`src/rtl/xcvr_pkg.sv`:
```
package xcvr_pkg;

  localparam int NUM_DIRS = 2;
  localparam int DIR_FWD  = 0;
  localparam int DIR_REV  = 1;

  typedef struct packed {
    logic en_n;
    logic open_n;
    logic drive_n;
  } dir_ctrl_t;

endpackage

```
`src/rtl/xcvr_ctrl_decode.sv`:
```
module xcvr_ctrl_decode
  import xcvr_pkg::*;
(
  input  dir_ctrl_t ctrl,
  output logic      open_o,
  output logic      drive_o
);

  logic enabled;

  always_comb begin
    enabled = ~ctrl.en_n;
    open_o  = enabled & ~ctrl.open_n;
    drive_o = enabled & ~ctrl.drive_n;
  end

endmodule

```
`src/rtl/xcvr_latch_bank.sv`:
```
module xcvr_latch_bank
  import xcvr_pkg::*;
#(
  parameter int WIDTH = 8
) (
  input  logic             clk,
  input  logic             rst_n,
  input  dir_ctrl_t        ctrl,
  input  logic [WIDTH-1:0] src,
  output logic [WIDTH-1:0] dst,
  output logic             dst_oe
);

  logic             open_w;
  logic             drive_w;
  logic             store_en;
  logic [WIDTH-1:0] store_d;
  logic [WIDTH-1:0] store_q;
  logic [WIDTH-1:0] view;
  logic             live_q;

  xcvr_ctrl_decode u_dec (
    .ctrl    (ctrl),
    .open_o  (open_w),
    .drive_o (drive_w)
  );

  // next-state
  always_comb begin
    store_en = open_w;
    store_d  = src;
  end

  // storage register with explicit clock enable
  always_ff @(posedge clk or negedge rst_n) begin
    if (!rst_n) begin
      store_q <= '0;
    end else if (store_en) begin
      store_q <= store_d;
    end
  end

  // one cycle past reset: gates history-based checks
  always_ff @(posedge clk or negedge rst_n) begin
    if (!rst_n) begin
      live_q <= 1'b0;
    end else begin
      live_q <= 1'b1;
    end
  end

  // per-bit bypass mux and inverting output stage
  for (genvar i = 0; i < WIDTH; i++) begin : g_bit
    assign view[i] = open_w ? src[i] : store_q[i];
    assign dst[i]  = ~view[i];
  end

  assign dst_oe = drive_w;

  // transparent bank shows inverted source
  assert_transparent_R2: assert property (@(posedge clk) disable iff (!rst_n)
    (!ctrl.en_n && !ctrl.open_n) |-> (dst == ~src));

  // closing captures the source of the last open edge
  assert_capture_R3: assert property (@(posedge clk) disable iff (!rst_n)
    (live_q && $past(!ctrl.en_n && !ctrl.open_n) && !(!ctrl.en_n && !ctrl.open_n))
      |-> (dst == ~$past(src)));

  // enable high freezes the output value
  assert_freeze_R4: assert property (@(posedge clk) disable iff (!rst_n)
    (live_q && ctrl.en_n && $past(ctrl.en_n)) |-> $stable(dst));

  // enable high never drives
  assert_gate_R5: assert property (@(posedge clk) disable iff (!rst_n)
    ctrl.en_n |-> !dst_oe);

endmodule

```
`src/rtl/xcvr_inv_latch.sv`:
```
module xcvr_inv_latch
  import xcvr_pkg::*;
#(
  parameter int WIDTH = 8
) (
  input  logic             clk,
  input  logic             rst_n,
  input  logic [WIDTH-1:0] a_din,
  output logic [WIDTH-1:0] a_dout,
  output logic             a_dout_oe,
  input  logic [WIDTH-1:0] b_din,
  output logic [WIDTH-1:0] b_dout,
  output logic             b_dout_oe,
  input  logic             fwd_en_n,
  input  logic             fwd_open_n,
  input  logic             fwd_drive_n,
  input  logic             rev_en_n,
  input  logic             rev_open_n,
  input  logic             rev_drive_n
);

  logic [1:0] rst_sync_q;
  logic       rst_int_n;

  // asynchronous assert, synchronous release
  always_ff @(posedge clk or negedge rst_n) begin
    if (!rst_n) begin
      rst_sync_q <= 2'b00;
    end else begin
      rst_sync_q <= {rst_sync_q[0], 1'b1};
    end
  end

  assign rst_int_n = rst_sync_q[1];

  dir_ctrl_t        ctrl_arr [NUM_DIRS];
  logic [WIDTH-1:0] src_arr  [NUM_DIRS];
  logic [WIDTH-1:0] dst_arr  [NUM_DIRS];
  logic             oe_arr   [NUM_DIRS];

  always_comb begin
    ctrl_arr[DIR_FWD] = '{en_n: fwd_en_n, open_n: fwd_open_n, drive_n: fwd_drive_n};
    ctrl_arr[DIR_REV] = '{en_n: rev_en_n, open_n: rev_open_n, drive_n: rev_drive_n};
    src_arr[DIR_FWD]  = a_din;
    src_arr[DIR_REV]  = b_din;
  end

  for (genvar d = 0; d < NUM_DIRS; d++) begin : g_dir
    xcvr_latch_bank #(
      .WIDTH (WIDTH)
    ) u_bank (
      .clk    (clk),
      .rst_n  (rst_int_n),
      .ctrl   (ctrl_arr[d]),
      .src    (src_arr[d]),
      .dst    (dst_arr[d]),
      .dst_oe (oe_arr[d])
    );
  end

  assign b_dout    = dst_arr[DIR_FWD];
  assign b_dout_oe = oe_arr[DIR_FWD];
  assign a_dout    = dst_arr[DIR_REV];
  assign a_dout_oe = oe_arr[DIR_REV];

  // banks read cleared while reset is active
  assert_reset_clear_R1: assert property (@(posedge clk)
    (!rst_int_n && fwd_en_n && rev_en_n) |-> (a_dout == '1 && b_dout == '1 && !a_dout_oe && !b_dout_oe));

endmodule

```
`config.mk`:
```
export PLATFORM = sky130hd
export DESIGN_NAME = xcvr_inv_latch
export DESIGN_NICKNAME = d
export VERILOG_FILES = /design/src/rtl/xcvr_pkg.sv /design/src/rtl/xcvr_ctrl_decode.sv /design/src/rtl/xcvr_latch_bank.sv /design/src/rtl/xcvr_inv_latch.sv
export SDC_FILE = /design/constraint.sdc
export NUM_CORES = 1
export LEC_CHECK = 0
export ABC_AREA = 1
export BUFFER_PORTS_ARGS = -buffer_cell sky130_fd_sc_hd__buf_2
export CORE_UTILIZATION = 51
export CTS_BUF_LIST = sky130_fd_sc_hd__clkbuf_16
export CTS_CLUSTER_DIAMETER = 200
export DETAILED_ROUTE_END_ITERATION = 8
export GPL_TIMING_DRIVEN = 0
export PLACE_DENSITY = 0.81
export SLEW_MARGIN = 25
export SYNTH_ARGS = -nofsm -noshare
export SYNTH_HDL_FRONTEND = slang
export SYNTH_SLANG_ARGS = --single-unit
```
`constraint.sdc`:
```
create_clock -name clk -period 1 [get_ports clk]
set_input_delay 0.05 -clock clk [delete_from_list [all_inputs] [get_ports clk]]
set_output_delay 0.05 -clock clk [all_outputs]
set_load 0.01 [all_outputs]
```
==> flow_summary.toml, run 1 <==
[run_status]
run_status = "completed"

[run]
drv.max_cap_violation_count = 0

[floorplanning]
io-pin-count = 42
floorplan.core_area_um2 = 1940
initial_core_util = 0.539
dieArea_um2 = 2240
dieHeight_um = 47.3
total_number_of_placement_rows = 16
dieWidth_um = 47.3

[route]
drtPass1Iterations = 4
routedWlPerCell_um = 10.3
routed_vias_inst = 4.67
routed-via-count = 1079
drt_wl_total_um = 2380
drt.antenna.violating_nets = 0
detail_route.drc_violations = 0
drt_iter0_markers = 17

[logic_synthesis]
most_common_library_cells_after_synthesis = "sky130_fd_sc_hd__nand2_1, sky130_fd_sc_hd__inv_1, sky130_fd_sc_hd__o21ai_0, sky130_fd_sc_hd__dfrtp_1, sky130_fd_sc_hd__o21ai_1"
yosys.cell_count.top_type = "sky130_fd_sc_hd__nand2_1"
yosysWarningCount = 0
synth_top_area_frac = 0.431
synth-seq-area-share = 0.431
synth_enable_flop_cells = 0
synth-adder-area-share = 0
multiplexer_fraction_of_the_synthesized_cell_area = 0
syn_area_um2 = 1050
yosys_most_used_dff = "sky130_fd_sc_hd__dfrtp_1"
synth.top_cells.by_area = "sky130_fd_sc_hd__dfrtp_1, sky130_fd_sc_hd__nand2_1, sky130_fd_sc_hd__o21ai_0, sky130_fd_sc_hd__inv_1, sky130_fd_sc_hd__nor2_4"
post_synth_num_cell_types = 11
ys_async_sr_fraction = 1.00
ys_seq_elements = 18
netlist_instances = 157
synth_xor_area_frac = 0
synth_largest_area_cell = "sky130_fd_sc_hd__dfrtp_1"
synth_simple_gate_area_frac = 0.258
synth_top_family_by_area = "simple AND/OR/NAND/NOR gates"
nets_in_the_synthesized_netlist = 181
average_cell_area_after_synthesis_um2 = 6.66
synth_compound_area_frac = 0.153

[setup_path]
crit_path_start_kind = "register"
critPathKind = "reg -> out"
worst-r2r-setup-slack_ns = 0.26
ff_to_ff_path_depth = 3
worst_r2r_startpoint = "g_dir[1].u_bank.store_q[4]"
worst_setup_path_end_kind = "output pin"
worst_r2r_endpoint = "g_dir[1].u_bank.store_q[4]"
worstPathMaxFanout = 2
critPathRequiredTime_ns = 0.95
worst-endpoint-arrival_ns = 0.93

[pwr]
power.ir.vdd_worst_mv = 1.02
p_per_area_nw_per_um2 = 1550
power.static_leakage_uw = 0.000830
design_power_total_uw = 2150

[timing]
setup_violations = 0
slew_at_the_pin_with_the_worst_max_slew_slack_ns = 0.677
post_layout_min_period_ns = 0.981
unrepaired_setup_endpoints_after_global_routing = "true"
report.final.slew_viol_count = 0
max-slew-margin-rel = 0.549
max_freq_mhz = 1020
totalNegativeSetupSlack_ns = 0
layout_worst_path_cycle_share = 0.981
timing_hold_violations_final = 0
clock_skew_ns = 0.00163

[clock_tree]
numCtsBuffers = 3
cts.sink_count = 18
h_tree_levels = 1
cts_tree = "yes"
cts_buffer_depth = 2
clock_tree.root_cell = "sky130_fd_sc_hd__clkbuf_16"
clock_network_latency_to_the_later_pin_of_the_worst_skew_pair_ns = 0.25
clkSlewWorstSetupHoldPaths_ns = 0.05

[global_routing]
track_usage = 0.220
grt_max_degree = 17
grt_antenna_before_repair = 0
first_global_vias = 881
grt_overflow_total = 0
global_route_wire_length_before_repair_um = 3450

[layout]
post-route-util = 0.713
final_layout_size_suffix_gt1_frac = 0.270
layout-area-overhead-vs-synth_pct = 32.4
layoutNonFillerInstCount = 231
design.final.nets = 229
antenna_cells_inserted = 0

[hold_path]
worst_hold_path.num_cells = 3
hold_path.class = "in -> reg"
worstHoldEndpoint = "g_dir[0].u_bank.store_q[5]"
hold_start = "a_din[5]"

[placement]
dpl.cell_count = 225
place.gp.congestion = 0.762
place_hpwl_um = 1730
portBuffers = 41
logic make-up (layout without fill, tap and decap cells):
family / after synthesis / count (layout)
AND/OR/NAND/NOR: 68 / 68
buffers and inverters: 38 / 85
AO/OA/AOI/OAI: 32 / 32
flip-flops: 18 / 18
other: 1 / 1
metal layers:
metal  routed length (um)  track usage  vias up  share of wire
met5                    0            0        -              0
met4                   38        0.114        0          0.016
met3                  113       0.0346        5          0.047
met2                 1180        0.367       34           0.50
met1                 1050        0.273      479           0.44
li1                     -            -      561              -
stage by stage:
stage	hold WS, ns	cell area, um2	setup WS [ns]
2_1_floorplan	-0.246	1050	0.402
3_3_place_gp	-0.165	1280	0.120
3_5_place_dp	-0.164	1280	0.102
4_1_cts	0.0142	1370	0.00656
5_1_grt	0.0226	1390	-0.0355
6_report	0.0146	1390	0.0193
state kept, by name, indices dropped and copies added (netlist names):
register and count:
g_dir.u_bank.store_q 16, rst_sync_q 2
power breakdown:
group / total, uW / switching (uW) / internal, uW / leakage (uW)
Clock: 802 / 270 / 532 / 0.0000385
Sequential: 864 / 50.2 / 814 / 0.000221
Combinational: 483 / 276 / 207 / 0.000570
cell usage in the layout, fill, tap and decap left out:
| cell type | synthesis | final |
|---|---|---|
| sky130_fd_sc_hd__dlygate4sd3_1 | 0 | 1 |
| sky130_fd_sc_hd__dfrtp_1 | 18 | 18 |
| sky130_fd_sc_hd__inv_2 | 0 | 1 |
| sky130_fd_sc_hd__o21ai_1 | 4 | 13 |
| sky130_fd_sc_hd__conb_1 | 1 | 1 |
| sky130_fd_sc_hd__o21ai_0 | 28 | 18 |
| sky130_fd_sc_hd__buf_2 | 3 | 44 |
| sky130_fd_sc_hd__buf_4 | 2 | 3 |
| sky130_fd_sc_hd__nand2_1 | 64 | 64 |
| sky130_fd_sc_hd__o21ai_2 | 0 | 1 |
| sky130_fd_sc_hd__buf_6 | 1 | 1 |
| sky130_fd_sc_hd__clkinv_1 | 0 | 1 |
| sky130_fd_sc_hd__inv_1 | 32 | 31 |
| sky130_fd_sc_hd__nor2_4 | 2 | 2 |
| sky130_fd_sc_hd__clkbuf_16 | 0 | 3 |
| sky130_fd_sc_hd__nor2_1 | 2 | 2 |
layout make-up:
class | count | area (um2)
plain buffers | 6 | 41.3
clock buffers | 3 | 75.1
clock inverters | 1 | 3.75
fillers | 175 | 557
well taps | 27 | 33.8
inverters | 32 | 120
multi-input cells | 101 | 438
flip-flops and latches | 18 | 450
repair buffers | 43 | 223
timing repair:
item,CTS,global route
resized for setup,2,10
cloned,0,0
setup endpoints to repair,2,13
setup buffers,0,1
hold buffers,1,0
pin swaps,1,7
hold endpoints to repair,2,0
worst max path at each step:
stage,slack [ns],cells after the start,endpoint,startpoint
finish,0.02,4,b_dout[6],g_dir[0].u_bank.store_q[6]
global route,-0.04,4,a_dout[4],g_dir[1].u_bank.store_q[4]
CTS,0.007,4,b_dout[0],g_dir[0].u_bank.store_q[0]
detailed placement,0.10,6,b_dout[0],fwd_en_n
global placement,0.12,6,a_dout[0],rev_open_n
floorplan,0.40,3,a_dout[0],g_dir[1].u_bank.store_q[0]
critical path: stages (launching register included):
cell	delay [ns]
sky130_fd_sc_hd__dfrtp_1	0.38
sky130_fd_sc_hd__inv_1	0.05
sky130_fd_sc_hd__o21ai_0	0.07
sky130_fd_sc_hd__nand2_1	0.06
sky130_fd_sc_hd__buf_2	0.12
Note: power is estimated with default switching activity, not from simulation.
==> run 2: changes to the inputs <==
--- a/config.mk
+++ b/config.mk
@@ -7,12 +7,13 @@
 export LEC_CHECK = 0
 export ABC_AREA = 1
 export BUFFER_PORTS_ARGS = -buffer_cell sky130_fd_sc_hd__buf_2
-export CORE_UTILIZATION = 51
+export CORE_MARGIN = 3
+export CORE_UTILIZATION = 45
 export CTS_BUF_LIST = sky130_fd_sc_hd__clkbuf_16
 export CTS_CLUSTER_DIAMETER = 200
 export DETAILED_ROUTE_END_ITERATION = 8
 export GPL_TIMING_DRIVEN = 0
-export PLACE_DENSITY = 0.81
+export PLACE_DENSITY = 0.77
 export SLEW_MARGIN = 25
 export SYNTH_ARGS = -nofsm -noshare
 export SYNTH_HDL_FRONTEND = slang
==> run 2 against run 1 <==
Against the previous run:
- final cell count unchanged
- sequential cell count unchanged
- critical endpoint is now a_dout[3]
- design area up 0.45%
- total power rose by 0.18%
- highest routed layer unchanged
- utilization is 4.5 points lower
- clock power down 0.7%
- critical path depth unchanged
==> flow_summary.toml, run 2 (synthesis gave the netlist of run 1 again) <==
[floorplanning]
initial_core_util = 0.502
dieArea_um2 = 2940
floorplan.core_area_um2 = 2080
total_number_of_placement_rows = 16
io-pin-count = 42
dieWidth_um = 54.2
dieHeight_um = 54.2

[setup_path]
crit_path_start_kind = "register"
worstPathMaxFanout = 2
ff_to_ff_path_depth = 3
worst_setup_path_end_kind = "output pin"
critPathKind = "reg -> out"
cp_slowest_cell = "sky130_fd_sc_hd__dfrtp_1"
critPathMaxStageDelay_ns = 0.37
path_cells = "inv_1 > o21ai_1 > nand2_1 > buf_2"
worst_r2r_endpoint = "g_dir[1].u_bank.store_q[7]"
worst-endpoint-arrival_ns = 0.94
worst_r2r_startpoint = "g_dir[1].u_bank.store_q[7]"
critPathRequiredTime_ns = 0.95
worst-r2r-setup-slack_ns = 0.22

[timing]
report.final.slew_viol_count = 0
max_freq_mhz = 1010
timing_hold_violations_final = 0
clock_skew_ns = 0.00142
slew_at_the_pin_with_the_worst_max_slew_slack_ns = 0.665
post_layout_min_period_ns = 0.990
final_critical_path_setup_slack_ns = 0.00951
setup_violations = 0
layout_worst_path_cycle_share = 0.990
unrepaired_setup_endpoints_after_global_routing = "true"
max-slew-margin-rel = 0.557
totalNegativeSetupSlack_ns = 0

[global_routing]
grt_overflow_total = 0
first_global_vias = 1096
grt_max_degree = 17
global_route_wire_length_before_repair_um = 4330
track_usage = 0.199
grt_antenna_before_repair = 0

[layout]
mostFrequentLayoutCell = "sky130_fd_sc_hd__nand2_1"
stdcell_area_um2 = 1390
max_flop_register = "g_dir.u_bank.store_q"
num-fill-cells = 200
most-common-layout-cells = "sky130_fd_sc_hd__nand2_1, sky130_fd_sc_hd__buf_2, sky130_fd_sc_hd__inv_1, sky130_fd_sc_hd__o21ai_0, sky130_fd_sc_hd__dfrtp_1"
antenna_cells_inserted = 0
final_layout_size_suffix_gt1_frac = 0.270
largest_register_ff_count = 16
largestRegisters = "g_dir.u_bank.store_q x16, rst_sync_q x2"
design.final.nets = 229
layout-area-overhead-vs-synth_pct = 33.0
post-route-util = 0.668

[hold_path]
hold_start = "a_din[5]"
hold_path.class = "in -> reg"
worst_hold_path.num_cells = 3
worstHoldEndpoint = "g_dir[0].u_bank.store_q[5]"

[clock_tree]
cts_buffer_depth = 2
clock_network_latency_to_the_later_pin_of_the_worst_skew_pair_ns = 0.25
cts_tree = "yes"
clock_tree.root_cell = "sky130_fd_sc_hd__clkbuf_16"
cts.sink_count = 18
numCtsBuffers = 3
clkSlewWorstSetupHoldPaths_ns = 0.05
h_tree_levels = 1

[route]
drtPass1Iterations = 4
drt.antenna.violating_nets = 0
drt_iter0_markers = 10
detail_route.drc_violations = 0
routed-via-count = 1085
drt_wl_total_um = 2580
routed_vias_inst = 4.70
routedWlPerCell_um = 11.2

[placement]
place_hpwl_um = 1880
place.gp.congestion = 0.810
portBuffers = 41
placed_area_um2 = 1280
pre_cts_ws_ns = 0.0827

[run_status]
run_status = "completed"

[pwr]
power.ir.vdd_worst_mv = 2.07
power.static_leakage_uw = 0.000832
design_power_total_uw = 2150
p_per_area_nw_per_um2 = 1550

[run]
drv.max_cap_violation_count = 0
[run 2: layout make-up]
| type | count | area (um2) | share of cell area |
|---|---|---|---|
| Sequential cell | 18 | 450 | 0.324 |
| Multi-Input combinational cell | 101 | 438 | 0.315 |
| Clock inverter | 1 | 3.75 | 0.00270 |
| Clock buffer | 3 | 75.1 | 0.0540 |
| Inverter | 32 | 120 | 0.0863 |
| Buffer | 6 | 41.3 | 0.0297 |
| Timing Repair Buffer | 43 | 229 | 0.165 |
| Tap cell | 27 | 33.8 | 0.0243 |
[run 2: through the flow]
step | instances | hold slack [ns]
after floorplan | 157 | -0.246
after global placement | 225 | -0.165
after detailed placement | 225 | -0.159
after CTS | 230 | 0.0176
after global routing | 231 | 0.0325
final | 231 | 0.0172
[run 2: worst max-delay path by stage]
stage	startpoint	endpoint	cells after the start
after detailed placement	rev_open_n	a_dout[3]	6
final	g_dir[1].u_bank.store_q[3]	a_dout[3]	4
after floorplan	g_dir[1].u_bank.store_q[0]	a_dout[0]	3
after global placement	rev_open_n	a_dout[7]	6
after global routing	g_dir[1].u_bank.store_q[3]	a_dout[3]	4
after CTS	g_dir[1].u_bank.store_q[3]	a_dout[3]	4
[run 2: critical path, delay by kind of cell, from the launching register on]
kind                   cells  cell delay, ns
DFF                        1            0.37
buffers and inverters      2            0.18
and+or+nand+nor            1            0.08
AOI/OAI and AO/OA          1            0.06
[run 2: power by group]
group          internal, uW  switching, uW
Sequential              814           50.7
Combinational           211            281
Clock                   531            265
[run 2: repair_timing]
item / in CTS / in global routing
pin swaps: 1 / 5
buffers inserted: 0 / 1
endpoints found under the setup margin: 1 / 12
resized for setup: 1 / 8
endpoints found under the hold margin: 2 / 0
hold buffers: 1 / 0
[run 2: layer usage]
| metal | vias up | GRT usage | share of wire |
|---|---|---|---|
| met1 | 503 | 0.216 | 0.43 |
| met4 | 0 | 0.0373 | 0.0035 |
| met5 | - | 0 | 0 |
| met2 | 17 | 0.375 | 0.52 |
| met3 | 2 | 0.0627 | 0.045 |
| li1 | 563 | - | - |
==> run 3: changes to the inputs <==
--- a/config.mk
+++ b/config.mk
@@ -8,12 +8,12 @@
 export ABC_AREA = 1
 export BUFFER_PORTS_ARGS = -buffer_cell sky130_fd_sc_hd__buf_2
 export CORE_MARGIN = 3
-export CORE_UTILIZATION = 45
+export CORE_UTILIZATION = 51
 export CTS_BUF_LIST = sky130_fd_sc_hd__clkbuf_16
 export CTS_CLUSTER_DIAMETER = 200
 export DETAILED_ROUTE_END_ITERATION = 8
 export GPL_TIMING_DRIVEN = 0
-export PLACE_DENSITY = 0.77
+export PLACE_DENSITY = 0.86
 export SLEW_MARGIN = 25
 export SYNTH_ARGS = -nofsm -noshare
 export SYNTH_HDL_FRONTEND = slang
==> run 3 against run 2 <==
Against the previous run:
- final cell count is 0.87% lower
- clock power about the same
- clock skew is 0.0021 ns higher
- non-clock buffer count unchanged
- maximum frequency is 1.1% higher
- sequential cell count stayed put
- routed wire length rose by 2.4%
- worst setup slack better by 0.011 ns
- combinational power grew 0.8%
- register-to-register slack hardly changed
- sequential share of layout area grew 0.12 points
- utilization increased by 9.3 points
- largest cell class unchanged
==> flow_summary.toml, run 3 (synthesis gave the netlist of run 1 again) <==
[setup_path]
worstPathBufferInverterCount = 2
worst_setup_path_end_kind = "output pin"
critPathRequiredTime_ns = 0.95
worstPathMaxFanout = 2
worst-endpoint-arrival_ns = 0.93
critPathKind = "reg -> out"
critPathMaxStageDelay_ns = 0.39
crit_path_start_kind = "register"
path_cells = "inv_2 > o21ai_2 > nand2_1 > buf_2"
cp_slowest_cell = "sky130_fd_sc_hd__dfrtp_1"
critPathTopFamily = "flip-flops"

[layout]
final_layout_size_suffix_gt1_frac = 0.279
layoutNonFillerInstCount = 229
largest_register_ff_count = 16
num-fill-cells = 152
layout-area-overhead-vs-synth_pct = 32.5
antenna_cells_inserted = 0
post-route-util = 0.762
mostFrequentLayoutCell = "sky130_fd_sc_hd__nand2_1"
largestRegisters = "g_dir.u_bank.store_q x16, rst_sync_q x2"
max_flop_register = "g_dir.u_bank.store_q"
design.final.nets = 229
most-common-layout-cells = "sky130_fd_sc_hd__nand2_1, sky130_fd_sc_hd__buf_2, sky130_fd_sc_hd__inv_1, sky130_fd_sc_hd__o21ai_0, sky130_fd_sc_hd__dfrtp_1"

[timing]
layout_worst_path_cycle_share = 0.979
setup_violations = 0
post_layout_min_period_ns = 0.979
final_critical_path_setup_slack_ns = 0.0208
slew_at_the_pin_with_the_worst_max_slew_slack_ns = 0.651
max_freq_mhz = 1020
clock_skew_ns = 0.00349
timing_hold_violations_final = 0
max-slew-margin-rel = 0.566
report.final.slew_viol_count = 0
unrepaired_setup_endpoints_after_global_routing = "true"

[clock_tree]
numCtsBuffers = 3
clkSlewWorstSetupHoldPaths_ns = 0.05
h_tree_levels = 1
clock_tree.root_cell = "sky130_fd_sc_hd__clkbuf_16"
cts.sink_count = 18
cts_buffer_depth = 2
clock_network_latency_to_the_later_pin_of_the_worst_skew_pair_ns = 0.25
cts_tree = "yes"

[global_routing]
global_route_wire_length_before_repair_um = 4420
grt_antenna_before_repair = 0
first_global_vias = 1096
track_usage = 0.222
grt_overflow_total = 0
grt_max_degree = 17

[floorplanning]
io-pin-count = 42
initial_core_util = 0.575
dieArea_um2 = 2630
dieWidth_um = 51.3
total_number_of_placement_rows = 15
floorplan.core_area_um2 = 1820
dieHeight_um = 51.3

[placement]
portBuffers = 41
place.gp.congestion = 0.765
pre_cts_ws_ns = 0.0998
place_hpwl_um = 1900
dpl.cell_count = 223

[run]
drv.max_cap_violation_count = 0

[pwr]
net_switching_fraction_of_the_power = 0.281
power.static_leakage_uw = 0.000830
power.share.combinational = 0.229
switchingPower_uw = 608
design_power_total_uw = 2160
intPower_uw = 1550
power.ir.vdd_worst_mv = 1.39
clock_power_share = 0.370
flop_pwr_share = 0.401
p_per_area_nw_per_um2 = 1560

[route]
routedWlPerCell_um = 11.5
drt_iter0_markers = 39
detail_route.drc_violations = 0
drt_wl_total_um = 2640
routed_vias_inst = 4.97
routed-via-count = 1138
drtPass1Iterations = 4
drt.antenna.violating_nets = 0

[hold_path]
hold_path.class = "in -> reg"

[run_status]
run_status = "completed"
==> run 3: cell counts in the layout (fill, tap and decap cells not counted) <==
No cell type changed its count.
==> run 3: power groups by stage <==
stage               logic [uW]  registers, uW  clock network (uW)
floorplan                  269            862                   0
global placement           445            872                   0
detailed placement         466            878                   0
CTS                        474            866                 809
global route               563            878                 836
finish                     496            867                 799
==> run 3: layer usage <==
layer / vias up / share of wire / track usage
met3: 6 / 0.072 / 0.0408
li1: 560 / - / -
met1: 524 / 0.38 / 0.236
met5: - / 0 / 0
met4: 0 / 0.016 / 0.0786
met2: 48 / 0.53 / 0.429
==> run 3: worst paths after layout <==
| path | cells past startpoint | to | startpoint | slack (ns) |
|---|---|---|---|---|
| setup / recovery | 4 | a_dout[0] | g_dir[1].u_bank.store_q[0] | 0.02 |
| min in group asynchronous | 2 | rst_sync_q[0] | rst_n | 0.10 |
| hold reg to reg | 0 | g_dir[1].u_bank.store_q[0] | rst_sync_q[1] | 0.27 |
| hold / removal | 3 | g_dir[0].u_bank.store_q[0] | a_din[0] | 0.02 |
| max in group asynchronous | 0 | g_dir[0].u_bank.store_q[0] | rst_sync_q[1] | 0.31 |
| setup reg to reg | 3 | g_dir[1].u_bank.store_q[5] | g_dir[1].u_bank.store_q[5] | 0.23 |
==> run 3: worst min-delay path, cell delays in order <==
cell,delay [ns]
sky130_fd_sc_hd__buf_2,0.09
sky130_fd_sc_hd__nand2_1,0.04
sky130_fd_sc_hd__nand2_1,0.05
==> run 3: layout make-up <==
class	instances	area, um2	area share
tap	25	31.3	0.0226
inverter	32	120	0.0866
timing repair buffer	43	223	0.161
clock inverter	1	3.75	0.00271
clock buffer	3	75.1	0.0542
buffer	6	41.3	0.0298
sequential	18	450	0.325
multi-input combinational	101	442	0.319
==> run 3: metrics by stage <==
step           area, um2  hold WS [ns]  TNS (ns)
2_1_floorplan       1050        -0.246         0
3_3_place_gp        1280        -0.166         0
3_5_place_dp        1280        -0.164         0
4_1_cts             1370        0.0180         0
5_1_grt             1390        0.0415    -0.161
6_report            1390        0.0206         0
==> run 3: what timing repair did <==
item | 4_1_cts | 5_1_grt
endpoints found under the hold margin | 2 | 0
buffers inserted | 0 | 1
setup endpoints to repair | 0 | 13
resized for setup | 0 | 13
hold buffers | 1 | 0
